===== config.mk =====
export PLATFORM = sky130hd
export DESIGN_NAME = rst_supervisor
export DESIGN_NICKNAME = d
export VERILOG_FILES = /design/src/rtl/rsv_pkg.sv /design/src/rtl/rsv_sync.sv /design/src/rtl/rsv_debounce.sv /design/src/rtl/rsv_watchdog.sv /design/src/rtl/rsv_stretch.sv /design/src/rtl/rst_supervisor.sv
export SDC_FILE = /design/constraint.sdc
export NUM_CORES = 1
export LEC_CHECK = 0
export BUFFER_PORTS_ARGS = -buffer_cell sky130_fd_sc_hd__buf_2
export CELL_PAD_IN_SITES_DETAIL_PLACEMENT = 1
export CELL_PAD_IN_SITES_GLOBAL_PLACEMENT = 1
export CORE_MARGIN = 5
export CORE_UTILIZATION = 52
export DETAILED_ROUTE_END_ITERATION = 8
export MAX_ROUTING_LAYER = met4
export PLACE_DENSITY = 0.83
export SETUP_SLACK_MARGIN = 0.2
export SLEW_MARGIN = 20
export SYNTH_ARGS = -nofsm -noshare
export SYNTH_HDL_FRONTEND = slang
export SYNTH_HIERARCHICAL = 1
export SYNTH_SLANG_ARGS = --single-unit

===== constraint.sdc =====
create_clock -name clk -period 4 [get_ports clk]
set_input_delay 0.8 -clock clk [delete_from_list [all_inputs] [get_ports clk]]
set_output_delay 0.8 -clock clk [all_outputs]
set_load 0.01 [all_outputs]

===== src/rtl/rsv_pkg.sv =====
package rsv_pkg;

  typedef enum logic {
    HS_RUN  = 1'b0,
    HS_HOLD = 1'b1
  } hold_state_t;

endpackage


===== src/rtl/rsv_sync.sv =====
module rsv_sync #(
  parameter int   STAGES  = 2,
  parameter logic RST_VAL = 1'b0
) (
  input  logic clk,
  input  logic rst,
  input  logic d,
  output logic q
);

  logic [STAGES-1:0] chain;

  always_ff @(posedge clk) begin
    if (rst) begin
      chain <= {STAGES{RST_VAL}};
    end else begin
      chain[0] <= d;
      for (int i = 1; i < STAGES; i++) begin
        chain[i] <= chain[i-1];
      end
    end
  end

  assign q = chain[STAGES-1];

endmodule


===== src/rtl/rsv_debounce.sv =====
module rsv_debounce #(
  parameter int   CYCLES   = 16,
  parameter logic IDLE_VAL = 1'b1
) (
  input  logic clk,
  input  logic rst,
  input  logic din,
  output logic dout
);

  localparam int CW = (CYCLES < 2) ? 1 : $clog2(CYCLES + 1);
  localparam logic [CW-1:0] LAST = CW'(CYCLES - 1);

  logic [CW-1:0] run_cnt;

  // A new level is taken only after CYCLES consecutive samples differ
  // from the accepted one; any return to the accepted level restarts.
  always_ff @(posedge clk) begin
    if (rst) begin
      run_cnt <= '0;
      dout    <= IDLE_VAL;
    end else if (din == dout) begin
      run_cnt <= '0;
    end else if (run_cnt == LAST) begin
      run_cnt <= '0;
      dout    <= din;
    end else begin
      run_cnt <= run_cnt + 1'b1;
    end
  end

endmodule


===== src/rtl/rsv_watchdog.sv =====
module rsv_watchdog #(
  parameter int TIMEOUT = 1000,
  parameter int CW      = 10
) (
  input  logic          clk,
  input  logic          rst,
  input  logic          en,
  input  logic          freeze,
  input  logic          kick_s,
  output logic          bite,
  output logic [CW-1:0] count
);

  localparam logic [CW-1:0] LAST = CW'(TIMEOUT - 1);

  logic kick_d;
  logic kick_edge;

  assign kick_edge = kick_s ^ kick_d;

  always_ff @(posedge clk) begin
    if (rst) begin
      kick_d <= 1'b0;
      count  <= '0;
      bite   <= 1'b0;
    end else begin
      kick_d <= kick_s;
      bite   <= 1'b0;
      if (freeze || !en || kick_edge) begin
        count <= '0;
      end else if (count == LAST) begin
        count <= '0;
        bite  <= 1'b1;
      end else begin
        count <= count + 1'b1;
      end
    end
  end

endmodule


===== src/rtl/rsv_stretch.sv =====
module rsv_stretch
  import rsv_pkg::*;
#(
  parameter int HOLD = 8
) (
  input  logic clk,
  input  logic rst,
  input  logic cause,
  output logic rst_hi,
  output logic rst_lo
);

  localparam int CW = (HOLD < 2) ? 1 : $clog2(HOLD + 1);
  localparam logic [CW-1:0] LAST = CW'(HOLD - 1);

  hold_state_t   state;
  logic [CW-1:0] hold_cnt;

  always_ff @(posedge clk) begin
    if (rst || cause) begin
      state    <= HS_HOLD;
      hold_cnt <= '0;
      rst_hi   <= 1'b1;
      rst_lo   <= 1'b0;
    end else if (state == HS_HOLD) begin
      if (hold_cnt == LAST) begin
        state    <= HS_RUN;
        hold_cnt <= '0;
        rst_hi   <= 1'b0;
        rst_lo   <= 1'b1;
      end else begin
        hold_cnt <= hold_cnt + 1'b1;
      end
    end
  end

endmodule


===== src/rtl/rst_supervisor.sv =====
module rst_supervisor #(
  parameter int SYNC_STAGES    = 2,
  parameter int DEBOUNCE_CYC   = 2_500_000,
  parameter int HOLD_CYC       = 50_000_000,
  parameter int WD_TIMEOUT_CYC = 400_000_000
) (
  input  logic clk,
  input  logic rst,
  input  logic pwr_ok,
  input  logic man_rst_n,
  input  logic wd_kick,
  input  logic wd_en,
  output logic sys_rst_n,
  output logic sys_rst
);

  localparam int WD_W = $clog2(WD_TIMEOUT_CYC + 1);

  logic            mr_sync;
  logic            kick_sync;
  logic            mr_db;
  logic            wd_bite;
  logic            cause;
  logic [WD_W-1:0] wd_count;

  rsv_sync #(.STAGES(SYNC_STAGES), .RST_VAL(1'b1)) u_mr_sync (
    .clk(clk), .rst(rst), .d(man_rst_n), .q(mr_sync)
  );

  rsv_sync #(.STAGES(SYNC_STAGES), .RST_VAL(1'b0)) u_kick_sync (
    .clk(clk), .rst(rst), .d(wd_kick), .q(kick_sync)
  );

  rsv_debounce #(.CYCLES(DEBOUNCE_CYC), .IDLE_VAL(1'b1)) u_mr_db (
    .clk(clk), .rst(rst), .din(mr_sync), .dout(mr_db)
  );

  rsv_watchdog #(.TIMEOUT(WD_TIMEOUT_CYC), .CW(WD_W)) u_wd (
    .clk(clk), .rst(rst), .en(wd_en), .freeze(sys_rst),
    .kick_s(kick_sync), .bite(wd_bite), .count(wd_count)
  );

  assign cause = !pwr_ok || !mr_db || wd_bite;

  rsv_stretch #(.HOLD(HOLD_CYC)) u_hold (
    .clk(clk), .rst(rst), .cause(cause),
    .rst_hi(sys_rst), .rst_lo(sys_rst_n)
  );

endmodule


==> metrics.yaml <==
r2r_end: "u_wd/count[28]"
antenna_found_initial: 0
required_ps: 4260
p_leak_uw: 0.00120
layout_common_cells: "dfxtp_1 (87), nor2_1 (32), xnor2_1 (30), nand2_1 (28), nor3_1 (28)"
holdCritPathClass: "reg2reg"
slew_headroom: 0.412
drt_iter0_markers: 121
die_w_um: 100
startpoint: "u_wd/count[3]"
end_kind: "flip-flop"
die_y_um: 100
cp.depth: 4
dp_hpwl_um: 7090
grt_max_degree: 31
r2r_slack_ps: 1500
seq_area_frac_synth: 0.414
layout-drive-gt1-share: 0.0981
start_kind: "flip-flop"
clk_pin_slew_ps: 90
path_cells: "nand4_1 > or4_1 > or4_1 > a211oi_1"
worst_path_max_delay_cell: "or4_1"
maxCapViolCount: 0
ys.flop_type: "dfxtp_1"
syn_inst: 477
start_util: 0.539
path_class: "reg2reg"
fmax_mhz: 400
crit_path_end: "u_wd/count[28]"
final-hold-violation-count: 0
drc_errors: 0
num-fill-cells: 951
ir_drop_mv: 0.194
place_inst: 566
rows: 32
ctsResizeCount: 0
crit_buf_inv: 0
num-nets-final: 485
port_buffers: 7
rr_startpoint: "u_wd/count[3]"
cts.sinks: 87
via_count: 3699
track_usage: 0.223
slew_viol_final: 0
vias_per_cell: 6.37
cts-root-buf: "clkbuf_8"
die-area_um2: 10000
fin_crit_ps: 2500
ios: 8
first_pass_iters: 4
post_cts_buffers: 0
status: "completed"
antenna_cells: 0
grt_pass1_vias: 3766
syn_area_um2: 4210
globalplace.congestion: 0.820
setup_viol: 0
critPathTopFamily: "simple AND/OR/NAND/NOR gates"
ys_seq_elements: 87
clkLatencyLatePin_ps: 350
cts_buffer_depth: 2
ant_nets: 0
fin_skew_ps: 14.8
cts_max_level: 3
synth_nets: 487
numCtsBuffers: 9
ys_warn_count: 6
wl_per_cell_um: 17.7
fin_crit_sh: 0.625
core_area_um2: 7810
worst_slew_pin_slew_ps: 875
power_density_nw_per_um2: 333
layout_commonest_cell: "dfxtp_1"
worst_ep_arrival_time_ps: 2760
async_reset_ff_frac: 0
syn2layout_area_growth_pct: 6.18
overflow: 0
worst_r2r_path_depth: 4
worst-path-max-fanout: 14
synth_cell_types: 51
rsz0062_at_grt: "false"
cts_tree: "done"
final_cell_count_no_fill: 581
grt_pass1_wl_um: 18100
final.setup.tns_ps: 0
hold_buffers: 0
synth-edff-count: 0
crit_path_frequent_cell: "or4_1"
syn_avg_cell_area_um2: 8.83
cpPeakStageDelay_ps: 830
wirelength_um: 10300
[synthesized netlist by cell type, types with 3 or more instances]
cell type / number / area [um^2]
nand4_1: 24 / 150
xor2_1: 8 / 70.1
and2_1: 4 / 25.0
and4_1: 3 / 26.3
or3_2: 3 / 22.5
or3_1: 12 / 75.1
nand2_1: 28 / 105
or4_4: 5 / 56.3
dfxtp_1: 87 / 1740
clkbuf_1: 14 / 52.6
o31ai_1: 19 / 143
nor3_1: 28 / 140
a21oi_1: 6 / 30.0
nand3_1: 28 / 140
nor4_1: 15 / 93.8
nor2_1: 32 / 120
ha_1: 4 / 50.1
or4_1: 17 / 128
buf_2: 4 / 20.0
a211oi_2: 3 / 37.5
o21ai_0: 14 / 70.1
o22ai_1: 3 / 18.8
a211oi_1: 22 / 165
inv_1: 15 / 56.3
nand4_2: 4 / 50.1
nor2b_1: 3 / 18.8
or2_1: 3 / 18.8
and3_1: 6 / 37.5
xnor2_1: 30 / 263
nor4b_1: 5 / 43.8
[state kept, by name, indices dropped and copies added, names as in the netlist]
| name | count |
|---|---|
| u_mr_db/run_cnt | 22 |
| u_hold/rst_hi | 1 |
| u_mr_db/dout | 1 |
| u_kick_sync/chain | 2 |
| u_mr_sync/chain | 2 |
| u_wd/bite | 1 |
| u_wd/count | 29 |
| u_hold/hold_cnt | 26 |
| u_wd/kick_d | 1 |
| u_hold/rst_lo | 1 |
| u_hold/state | 1 |
[power by group]
| group | total, uW | switching, uW | internal, uW |
|---|---|---|---|
| sequential | 871 | 2.80 | 869 |
| clock | 596 | 311 | 284 |
| combinational | 19.9 | 13.6 | 6.31 |
[through the flow]
step	worst slack (ps)	utilization	power, uW	instance area, um^2	hold slack (ps)
after floorplan	1970	-	904	4210	383
after global placement	1540	0.549	910	4290	405
after detailed placement	1410	0.549	912	4290	421
after CTS	1490	0.572	1500	4470	449
after global routing	1390	0.573	1540	4470	460
final	1500	0.573	1490	4470	452
[per-layer routing]
metal,vias to the layer above,global-route usage,part of all wire
met2,37,0.376,0.50
met3,16,0.0306,0.017
met1,1851,0.272,0.47
met4,0,0.0808,0.019
li1,1795,-,-
met5,-,-,0
[kinds of logic after synthesis]
family,share of synthesized area
and+or+nand+nor,0.327
DFF,0.414
AOI/OAI and AO/OA,0.129
xor gates and xnor gates,0.0790
buffers and inverters,0.0389
adders and majority gates,0.0119
[worst min path at each step]
stage               depth (start not counted)               start                  to  slack, ps
floorplan                                   1  u_mr_sync/chain[0]  u_mr_sync/chain[1]        380
global placement                            1  u_mr_sync/chain[0]  u_mr_sync/chain[1]        400
detailed placement                          1  u_mr_sync/chain[0]  u_mr_sync/chain[1]        420
CTS                                         1  u_mr_sync/chain[0]  u_mr_sync/chain[1]        450
global route                                1  u_mr_sync/chain[0]  u_mr_sync/chain[1]        460
finish                                      1  u_mr_sync/chain[0]  u_mr_sync/chain[1]        450
[area by class of cell]
| cell class | instances | area (um^2) | area share |
|---|---|---|---|
| clock buffer | 11 | 131 | 0.0294 |
| sequential | 87 | 1740 | 0.390 |
| inverter | 15 | 56.3 | 0.0126 |
| clock inverter | 4 | 47.5 | 0.0106 |
| timing repair buffer | 9 | 50.0 | 0.0112 |
| tap | 102 | 128 | 0.0285 |
| multi-input combinational | 353 | 2320 | 0.518 |
Power figures use the tool's default switching activity.
